$ cat src/rtl/exc_vector_dispatch.sv
module exc_vector_dispatch #(
  parameter int PC_W        = 32,
  parameter int CAUSE_W     = 6,
  parameter int DCAUSE_W    = 6,
  parameter int IL_W        = 4,
  parameter int MAX_LEVEL   = 7,
  parameter int DEBUG_LEVEL = 6,
  parameter bit HAS_DEPC    = 1'b1,
  localparam int PS_W       = IL_W + 2,
  localparam int SEL_W      = $clog2(MAX_LEVEL + 1)
) (
  input  logic                clk,
  input  logic                rst_n,
  input  logic                raise_i,
  input  logic [CAUSE_W-1:0]  cause_i,
  input  logic [PC_W-1:0]     pc_i,
  input  logic                addr_valid_i,
  input  logic [PC_W-1:0]     vaddr_i,
  input  logic                dbg_i,
  input  logic [DCAUSE_W-1:0] dbg_cause_i,
  input  logic                ps_we_i,
  input  logic                ps_um_i,
  input  logic                ps_excm_i,
  input  logic [IL_W-1:0]     ps_il_i,
  input  logic [SEL_W-1:0]    lvl_sel_i,
  output logic                ps_um_o,
  output logic                ps_excm_o,
  output logic [IL_W-1:0]     ps_il_o,
  output logic [PC_W-1:0]     epc1_o,
  output logic [PC_W-1:0]     depc_o,
  output logic [CAUSE_W-1:0]  exccause_o,
  output logic [PC_W-1:0]     excvaddr_o,
  output logic [DCAUSE_W-1:0] dbgcause_o,
  output logic [PC_W-1:0]     lvl_epc_o,
  output logic [PS_W-1:0]     lvl_eps_o,
  output logic [1:0]          vec_o,
  output logic                redirect_o
);

  localparam logic [1:0] VEC_KERNEL = 2'd0;
  localparam logic [1:0] VEC_USER   = 2'd1;
  localparam logic [1:0] VEC_DOUBLE = 2'd2;
  localparam logic [1:0] VEC_DEBUG  = 2'd3;
  localparam logic [IL_W-1:0] DBG_IL = IL_W'(DEBUG_LEVEL);

  logic                um_q, excm_q;
  logic [IL_W-1:0]     il_q;
  logic [PC_W-1:0]     epc1_q, depc_q, excvaddr_q;
  logic [CAUSE_W-1:0]  exccause_q;
  logic [DCAUSE_W-1:0] dbgcause_q;
  logic [PC_W-1:0]     epc_q [2:MAX_LEVEL];
  logic [PS_W-1:0]     eps_q [2:MAX_LEVEL];
  logic [1:0]          vec_q;
  logic                redirect_q;

  wire dbg_take = dbg_i && (il_q < DBG_IL);
  wire exc_take = raise_i && !dbg_take;
  wire [PS_W-1:0] ps_now = {um_q, excm_q, il_q};

  always_ff @(posedge clk) begin
    if (!rst_n) begin
      um_q       <= 1'b0;
      excm_q     <= 1'b0;
      il_q       <= '0;
      epc1_q     <= '0;
      depc_q     <= '0;
      excvaddr_q <= '0;
      exccause_q <= '0;
      dbgcause_q <= '0;
      vec_q      <= VEC_KERNEL;
      redirect_q <= 1'b0;
      for (int l = 2; l <= MAX_LEVEL; l++) begin
        epc_q[l] <= '0;
        eps_q[l] <= '0;
      end
    end else begin
      redirect_q <= dbg_take || exc_take;
      if (dbg_take) begin
        dbgcause_q          <= dbg_cause_i;
        epc_q[DEBUG_LEVEL]  <= pc_i;
        eps_q[DEBUG_LEVEL]  <= ps_now;
        il_q                <= DBG_IL;
        excm_q              <= 1'b1;
        vec_q               <= VEC_DEBUG;
      end else if (exc_take) begin
        if (addr_valid_i) excvaddr_q <= vaddr_i;
        exccause_q <= cause_i;
        excm_q     <= 1'b1;
        if (excm_q) begin
          vec_q <= VEC_DOUBLE;
          if (HAS_DEPC) depc_q <= pc_i;
          else          epc1_q <= pc_i;
        end else begin
          epc1_q <= pc_i;
          vec_q  <= um_q ? VEC_USER : VEC_KERNEL;
        end
      end else if (ps_we_i) begin
        um_q   <= ps_um_i;
        excm_q <= ps_excm_i;
        il_q   <= ps_il_i;
      end
    end
  end

  always_comb begin
    lvl_epc_o = '0;
    lvl_eps_o = '0;
    if (lvl_sel_i == SEL_W'(1)) lvl_epc_o = epc1_q;
    for (int l = 2; l <= MAX_LEVEL; l++) begin
      if (lvl_sel_i == SEL_W'(l)) begin
        lvl_epc_o = epc_q[l];
        lvl_eps_o = eps_q[l];
      end
    end
  end

  assign ps_um_o    = um_q;
  assign ps_excm_o  = excm_q;
  assign ps_il_o    = il_q;
  assign epc1_o     = epc1_q;
  assign depc_o     = depc_q;
  assign exccause_o = exccause_q;
  assign excvaddr_o = excvaddr_q;
  assign dbgcause_o = dbgcause_q;
  assign vec_o      = vec_q;
  assign redirect_o = redirect_q;

endmodule

$ cat config.mk
export PLATFORM = sky130hd
export DESIGN_NAME = exc_vector_dispatch
export DESIGN_NICKNAME = d
export VERILOG_FILES = /design/src/rtl/exc_vector_dispatch.sv
export SDC_FILE = /design/constraint.sdc
export NUM_CORES = 1
export LEC_CHECK = 0
export ABC_AREA = 1
export BUFFER_PORTS_ARGS = -buffer_cell sky130_fd_sc_hd__buf_2
export CORE_ASPECT_RATIO = 1.4
export CORE_MARGIN = 1.5
export CORE_UTILIZATION = 49
export CTS_CLUSTER_DIAMETER = 50
export CTS_CLUSTER_SIZE = 12
export DETAILED_ROUTE_END_ITERATION = 16
export GPL_TIMING_DRIVEN = 0
export PLACE_DENSITY = 0.84
export SLEW_MARGIN = 20
export SYNTH_ARGS = -nofsm -noshare
export SYNTH_HDL_FRONTEND = slang
export SYNTH_SLANG_ARGS = --single-unit
$ cat constraint.sdc
create_clock -name clk -period 2.22 [get_ports clk]
set_input_delay 0.111 -clock clk [delete_from_list [all_inputs] [get_ports clk]]
set_output_delay 0.111 -clock clk [all_outputs]
set_load 0.01 [all_outputs]
==> results.txt, run 1 <==
----------------------------------------------------
[Outcome]
  Run status ... finished, final reports clean

[Worst setup path]
  Internal reg-to-reg setup slack ... around 0.52 ns
  CP startpoint kind ... flip-flop
  List of cells traversed by the critical path ... nand2_1 -> nand3_4 -> inv_1 -> nor2_2 -> inv_2 -> buf_12
  Worst path slowest cell ... sky130_fd_sc_hd__dfxtp_1
  Category of the most critical setup path ... flip-flop to flip-flop
  Data arrival at the endpoint of the critical path ... approximately 1.9 ns
  Top Family by Delay on Critical Path ... simple AND/OR/NAND/NOR gates
  Worst-path fanout max ... 30
  Critical R2R Launch ... ps_il_o[1]
  Crit path buffers/inverters ... 3
  R2R Path End ... epc_q[0][214]
  Worst path required time ... ~2.4 ns
  Critical path capture point type ... flip-flop
  CP max stage delay ... roughly 0.35 ns
  R2R depth ... 6

[GRT]
  GRT overflow ... 0
  Overall track demand over capacity in global routing ... 0.288
  Maximum number of pins on one net before global-route repair ... 31
  Number of global-route vias before repair ... around 7,000
  First-pass GRT wire length ... about 32,000 um
  Antenna violations before repair ... 0

[Layout]
  Commonest cells after routing, fill and taps aside ... 267 x sky130_fd_sc_hd__buf_2, 244 x sky130_fd_sc_hd__nor2_1, 231 x sky130_fd_sc_hd__nand2_1, 181 x sky130_fd_sc_hd__inv_1, 117 x sky130_fd_sc_hd__dfxtp_1
  Count of nets after finishing ... approximately 1,400
  Layout cells sized above 1 ... 0.247
  Area of all placed cells without fillers ... roughly 0.0095 mm^2
  Filler cell count ... 1,005
  Most common cell after layout, fill and taps aside ... sky130_fd_sc_hd__buf_2
  Count of antenna diodes in the layout ... 0
  Area added between synthesis and finish ... 43.1%
  Share of the core filled with cells in the final layout ... 0.714

[Floorplan]
  Die Width ... about 100 um
  Cell row count ... 50
  Initial Utilization ... 0.499
  Top-Level Pins ... between 200 and 250
  Standard cell core area ... 0.0133 mm^2
  Die Area ... ~0.014 mm^2
  Die height ... 141 um

[Yosys]
  Mapped Cells ... just over 900
  Syn. warnings ... 0
  Count of unique library cells instantiated by Yosys ... 20
  #FFs+latches synth ... around 160
  Post-synth design cell area ... ~0.0066 mm^2
  Sequential cell area fraction in the yosys report ... 0.526
  Average size of a mapped cell ... approximately 7.2 um^2
  Post-Syn Nets ... roughly 1,000

[CTS]
  Clk Tree Root Cell ... sky130_fd_sc_hd__clkbuf_16
  Clock tree from TritonCTS ... yes
  Skew-Pair Late Insertion Delay ... 0.42 ns
  Clk pin slew, worst setup/hold paths ... ~0.06 ns
  Clock buffer depth ... 2
  H-tree levels ... 4
  Setup fix buffers added after clock tree synthesis ... 0
  CTS sink count ... ~160
  Total CTS buffers ... 17
  CTS-repair resized insts ... 0

[Power]
  Cell leakage power ... about 5.3 nW
  Total power per unit cell area ... approximately 770 mW/mm^2
  Worst IR drop on VDD ... about 0.48 mV

[Worst hold path]
  Hold-critical path endpoint ... ps_il_o[3]
  Worst Hold Launch ... ps_il_i[3]
  Worst hold stages ... 5
  Worst hold-check path type ... primary input to flip-flop

[STA]
  Share of the cycle needed by the critical path after routing ... 0.764
  Worst hold margin ... 0.0146 ns
  Clock period minus worst slack ... between 1.5 and 2 ns
  Worst slew pin tran ... 0.585 ns
  Number of max-slew violations in the final report ... 0
  Setup repair after global routing missed its margin ... no
  Setup clock skew after layout ... between 0.01 and 0.015 ns
  Fmax ... just under 600 MHz
  Setup violations, final ... 0
  Hold Violations, Final ... 0
  Normalized max-slew margin ... 0.610

[Drt]
  Iteration-0 DRC Markers ... ~260
  Final WL ... 20,200 um
  Post-route DRC violation count ... 0
  Count of nets left with antenna violations after detail routing ... 0
  DR vias/cell ... ~4.7
  Initial DRT Pass Iterations ... 5
  Total vias in the final route ... between 6,000 and 7,000
  WL/cell ... 13.9 um

[Placed design]
  Instance area at placement ... roughly 0.0081 mm^2
  DPL Wire Length ... around 13,000 um
  GPL Wtd Cong ... about 0.85
  Quantity of I/O buffers inserted on ports ... approximately 250

[Run]
  Max_cap viols ... 0

----------------------------------------------------
repair_timing:
item,CTS,global route
hold buffers,79,0
setup endpoints to repair,0,0
hold endpoints to repair,111,0
worst min-delay path: cells and delay by family:
kind	cells	cell delay, ns
simple gates	3	0.17
buf+inv	2	0.10
worst max path at each step:
stage | slack [ns] | to | startpoint | cells after the start
final | 0.52 | epc_q[0][214] | ps_il_o[1] | 6
after global routing | 0.38 | epc_q[0][214] | ps_il_o[1] | 6
after CTS | 0.50 | epc_q[0][215] | ps_il_o[1] | 6
after detailed placement | 0.52 | epc_q[0][211] | ps_il_o[1] | 6
after global placement | -0.20 | epc_q[0][211] | ps_il_o[1] | 5
after floorplan | 0.31 | epc_q[0][192] | ps_il_o[1] | 5
per-layer routing:
metal	global-route usage	wire, um	vias up
li1	-	-	3394
met3	0.0724	1270	82
met4	0.168	962	0
met2	0.521	10700	319
met5	0	0	-
met1	0.295	7310	3027
metrics by stage:
step	total power, mW	setup slack [ns]	std cells	setup TNS [ns]
after floorplan	3.86	0.313	922	0
after global placement	4.27	-0.200	1349	-7.47
after detailed placement	4.30	0.516	1350	0
after CTS	7.28	0.498	1461	0
after global routing	7.57	0.383	1461	0
final	7.29	0.523	1461	0
logic make-up after synthesis:
| group | Yosys count | share of synthesized area |
|---|---|---|
| simple gates | 491 | 0.289 |
| buf+inv | 228 | 0.143 |
| flops | 155 | 0.526 |
| compound gates | 47 | 0.0416 |
| other cells | 1 | 0.000567 |
Yosys cell counts:
| cell | n | area share |
|---|---|---|
| sky130_fd_sc_hd__buf_1 | 4 | 0.0023 |
| sky130_fd_sc_hd__a21oi_1 | 11 | 0.0083 |
| sky130_fd_sc_hd__edfxtp_1 | 38 | 0.17 |
| sky130_fd_sc_hd__nand2_1 | 231 | 0.13 |
| sky130_fd_sc_hd__buf_2 | 22 | 0.017 |
| sky130_fd_sc_hd__dfxtp_1 | 117 | 0.35 |
| sky130_fd_sc_hd__nor2_2 | 1 | 0.00095 |
| sky130_fd_sc_hd__inv_1 | 182 | 0.10 |
| sky130_fd_sc_hd__nand3_4 | 3 | 0.0079 |
| sky130_fd_sc_hd__nor2_4 | 1 | 0.0017 |
| sky130_fd_sc_hd__o22ai_1 | 32 | 0.030 |
| sky130_fd_sc_hd__clkbuf_1 | 7 | 0.0040 |
| sky130_fd_sc_hd__buf_6 | 6 | 0.010 |
| sky130_fd_sc_hd__buf_4 | 4 | 0.0045 |
| sky130_fd_sc_hd__inv_2 | 3 | 0.0017 |
| sky130_fd_sc_hd__nand3_2 | 1 | 0.0015 |
| sky130_fd_sc_hd__conb_1 | 1 | 0.00057 |
| sky130_fd_sc_hd__nor2_1 | 244 | 0.14 |
| sky130_fd_sc_hd__nand3_1 | 10 | 0.0076 |
| sky130_fd_sc_hd__o21ai_0 | 4 | 0.0030 |
where the power goes:
part           total, mW  internal [mW]  switching, mW
clock network       2.90           1.75           1.15
registers           3.22           3.12         0.0980
logic               1.17          0.479          0.687
total               7.29           5.35           1.93
layout make-up:
type                       instances  area (um^2)  area share
clock buffer                      22          475      0.0502
clock inverter                    10          115      0.0121
timing repair buffer             325         2040       0.215
sequential                       155         3480       0.368
multi-input combinational        539         2190       0.231
inverter                         185          694      0.0733
tap                              182          228      0.0240
buffer                            43          249      0.0263
registers in the layout, indices dropped and copies added (netlist names):
register    count
depc_o         32
epc1_o         32
epc_q          32
excvaddr_o     32
dbgcause_o      6
eps_q           6
exccause_o      6
ps_il_o         4
vec_o           2
ps_excm_o       1
ps_um_o         1
redirect_o      1
No activity file was read; power rests on OpenSTA's default activity.
==> run 2: changes to the inputs <==
ABC_AREA = 0   (was 1)
clock period = 1.6 ns   (was 2.22 ns; I/O delays follow)
==> run 2 against run 1 <==
Net effect: clock power is 34% higher; largest cell class unchanged; via count fell by 14%; clock-buffer cell count unchanged; non-clock buffer count grew 11; power is 31% higher; area after synthesis fell by 4.1%; register-to-register slack lost 0.47 ns; sequential power up 35%; critical path depth down 1; global-route usage fell by 0.17 points; final cell count decreased by 23%.
==> results.txt, run 2 <==
----------------------------------------------------
[Worst setup path]
  Worst path required time ... around 1.9 ns
  Top Family by Delay on Critical Path ... buffers and inverters
  R2R Path End ... depc_o[23]
  Worst-path fanout max ... 10
  Category of the most critical setup path ... flip-flop to flip-flop
  Crit path buffers/inverters ... 2
  CP max stage delay ... about 0.36 ns
  Internal reg-to-reg setup slack ... 0.06 ns
  Critical path endpoint ... depc_o[23]
  Worst path slowest cell ... sky130_fd_sc_hd__dfxtp_2
  CP startpoint kind ... flip-flop
  R2R depth ... 5
  Timing startpoint of the critical path ... ps_il_o[1]
  Logic depth of the worst path, buffers included ... 5
  List of cells traversed by the critical path ... nand2_1 -> buf_4 -> a21oi_4 -> buf_6 -> mux2i_1
  Critical R2R Launch ... ps_il_o[1]
  Critical path capture point type ... flip-flop
  Data arrival at the endpoint of the critical path ... around 1.9 ns

[STA]
  Setup clock skew after layout ... 0.0102 ns
  Hold Violations, Final ... 0
  Worst slew pin tran ... 0.592 ns
  Number of max-slew violations in the final report ... 0
  Setup repair after global routing missed its margin ... yes
  Share of the cycle needed by the critical path after routing ... 0.965
  Normalized max-slew margin ... 0.605
  Clock period minus worst slack ... approximately 1.5 ns
  Fmax ... 648 MHz
  Total negative setup slack ... 0 ns
  Setup violations, final ... 0

[GRT]
  Antenna violations before repair ... 1
  First-pass GRT wire length ... ~30,000 um
  GRT overflow ... 0
  Maximum number of pins on one net before global-route repair ... 17
  Number of global-route vias before repair ... approximately 6,000
  Overall track demand over capacity in global routing ... 0.287

[Yosys]
  Share of synthesized registers carrying an async set or reset ... 0
  Dominant cell by count in the synthesized netlist ... sky130_fd_sc_hd__nand2_1
  Commonest cells post-synth ... 178 x sky130_fd_sc_hd__nand2_1, 117 x sky130_fd_sc_hd__dfxtp_1, 108 x sky130_fd_sc_hd__mux2i_1
  Post-synth design cell area ... around 0.0063 mm^2
  Most used flip-flop cell after synthesis ... sky130_fd_sc_hd__dfxtp_1
  Syn. warnings ... 0
  Mapped Cells ... 608
  Sequential cell area fraction in the yosys report ... 0.549
  Top cells by area in the synthesized netlist ... sky130_fd_sc_hd__dfxtp_1 37%, sky130_fd_sc_hd__edfxtp_1 18%, sky130_fd_sc_hd__mux2i_1 17%, sky130_fd_sc_hd__nand2_1 11%, sky130_fd_sc_hd__a22o_1 4.4%
  Average size of a mapped cell ... about 10 um^2
  Number of synthesized flops with an enable pin ... 38
  Fraction of synthesized cell area taken by the top area cell type ... 0.369
  #FFs+latches synth ... about 160
  Library cell occupying the most area in the post-synthesis netlist ... sky130_fd_sc_hd__dfxtp_1
  Post-Syn Nets ... approximately 700
  Count of unique library cells instantiated by Yosys ... 27

[CTS]
  H-tree levels ... 4
  Clk pin slew, worst setup/hold paths ... approximately 0.060 ns
  Clk Tree Root Cell ... sky130_fd_sc_hd__clkbuf_16
  Total CTS buffers ... 17
  CTS sink count ... about 160
  Clock buffer depth ... 2
  Clock tree from TritonCTS ... yes
  Skew-Pair Late Insertion Delay ... approximately 0.42 ns

[Layout]
  Commonest cells after routing, fill and taps aside ... 249 x sky130_fd_sc_hd__buf_2, 178 x sky130_fd_sc_hd__nand2_1, 115 x sky130_fd_sc_hd__dfxtp_1, 108 x sky130_fd_sc_hd__mux2i_1, 83 x sky130_fd_sc_hd__dlygate4sd3_1
  Layout cells sized above 1 ... 0.324
  Area of all placed cells without fillers ... just over 0.009 mm^2
  Filler cell count ... 917
  Most common cell after layout, fill and taps aside ... sky130_fd_sc_hd__buf_2
  Count of nets after finishing ... roughly 1,100
  Area added between synthesis and finish ... 46.9%

[Worst hold path]
  Worst hold-check path type ... primary input to flip-flop

[Placed design]
  Instance area at placement ... approximately 0.008 mm^2
  GPL Wtd Cong ... ~0.85
  DPL Wire Length ... 12,800 um
  Quantity of I/O buffers inserted on ports ... 243

[Drt]
  Count of nets left with antenna violations after detail routing ... 0
  WL/cell ... around 18 um
  Total vias in the final route ... ~5,900
  Final WL ... about 20,000 um
  Iteration-0 DRC Markers ... roughly 230
  Initial DRT Pass Iterations ... 4
  DR vias/cell ... 5.22
  Post-route DRC violation count ... 0

[Floorplan]
  Top-Level Pins ... roughly 250
  Die Width ... about 99 um
  Cell row count ... 49
  Die Area ... about 0.014 mm^2
  Die height ... around 140 um
  Initial Utilization ... 0.498
  Standard cell core area ... about 0.013 mm^2

[Outcome]
  Run status ... finished, final reports clean

[Run]
  Max_cap viols ... 0

[Power]
  Worst IR drop on VDD ... ~0.65 mV
  Total power draw ... approximately 9.5 mW
  Cell leakage power ... between 4 and 5 nW
  Total power per unit cell area ... a little over 1000 mW/mm^2

----------------------------------------------------
==> run 2: changes by cell type after synthesis, moves of 11 or more <==
cell,change
sky130_fd_sc_hd__mux2i_1,+108
sky130_fd_sc_hd__inv_1,-182
sky130_fd_sc_hd__a22o_1,+32
sky130_fd_sc_hd__buf_2,-14
sky130_fd_sc_hd__nand2_1,-53
sky130_fd_sc_hd__nor2_1,-241
sky130_fd_sc_hd__clkbuf_1,+11
sky130_fd_sc_hd__o22ai_1,-32
sky130_fd_sc_hd__and2_1,+44
==> run 2: layer usage <==
| layer | GRT usage | routed length [um] | vias to the layer above | share of wire |
|---|---|---|---|---|
| met3 | 0.0726 | 1270 | 50 | 0.064 |
| met4 | 0.145 | 632 | 0 | 0.032 |
| met5 | 0 | 0 | - | 0 |
| met1 | 0.309 | 7450 | 2787 | 0.38 |
| met2 | 0.519 | 10500 | 268 | 0.53 |
| li1 | - | - | 2774 | - |
==> run 2: power by group <==
part	leakage, nW	internal, mW	switching [mW]
logic	2.68	0.613	0.654
registers	1.37	4.25	0.116
clock network	0.279	2.23	1.66
==> run 2: layout make-up <==
type	count	area [um^2]	share of cell area
well taps	153	191	0.0205
plain buffers	46	295	0.0317
inverters	1	3.75	0.000403
flip-flops and latches	155	3490	0.374
repair buffers	333	2180	0.233
diodes	1	2.50	0.000268
clock buffers	22	497	0.0533
clock inverters	10	76.3	0.00818
multi-input cells	406	2600	0.278
==> run 2: timing repair <==
action,in CTS,in global routing
hold buffers,83,0
endpoints found under the hold margin,146,0
pin swaps,1,1
endpoints found under the setup margin,30,44
gates resized for setup,0,2
buffers inserted,2,3
==> run 2: worst min path at each step <==
stage	startpoint	end	slack, ns	depth (start not counted)
finish	rst_n	vec_o[1]	0.02	3
global route	rst_n	vec_o[1]	0.006	3
CTS	rst_n	vec_o[1]	0.0006	3
detailed placement	vaddr_i[16]	excvaddr_o[16]	0.33	3
global placement	ps_il_i[0]	ps_il_o[0]	0.32	3
floorplan	cause_i[0]	exccause_o[0]	0.22	2
==> run 2: logic make-up (layout without fill, tap and decap cells) <==
| group | after synthesis | after routing | synth area share |
|---|---|---|---|
| DFF | 155 | 155 | 0.549 |
| and+or+nand+nor | 240 | 240 | 0.167 |
| buffers and inverters | 47 | 412 | 0.0447 |
| other | 1 | 2 | 0.000591 |
| muxes | 108 | 108 | 0.170 |
| AOI/OAI and AO/OA | 57 | 57 | 0.0688 |
==> run 2: metrics by stage <==
step                      setup slack, ns  cells  utilization  hold WS (ns)
final                              0.0557   1127        0.731        0.0168
after global routing             -0.00836   1127        0.731       0.00592
after CTS                          0.0158   1123        0.728      0.000616
after detailed placement          -0.0286   1006        0.615         0.334
after global placement             -0.500   1004        0.611         0.320
after floorplan                    -0.118    608            -         0.219
==> run 2: worst min-delay path, delay by kind of cell <==
kind                   cells  cell delay [ns]
buffers and inverters      2             0.25
AO/OA/AOI/OAI              1             0.05
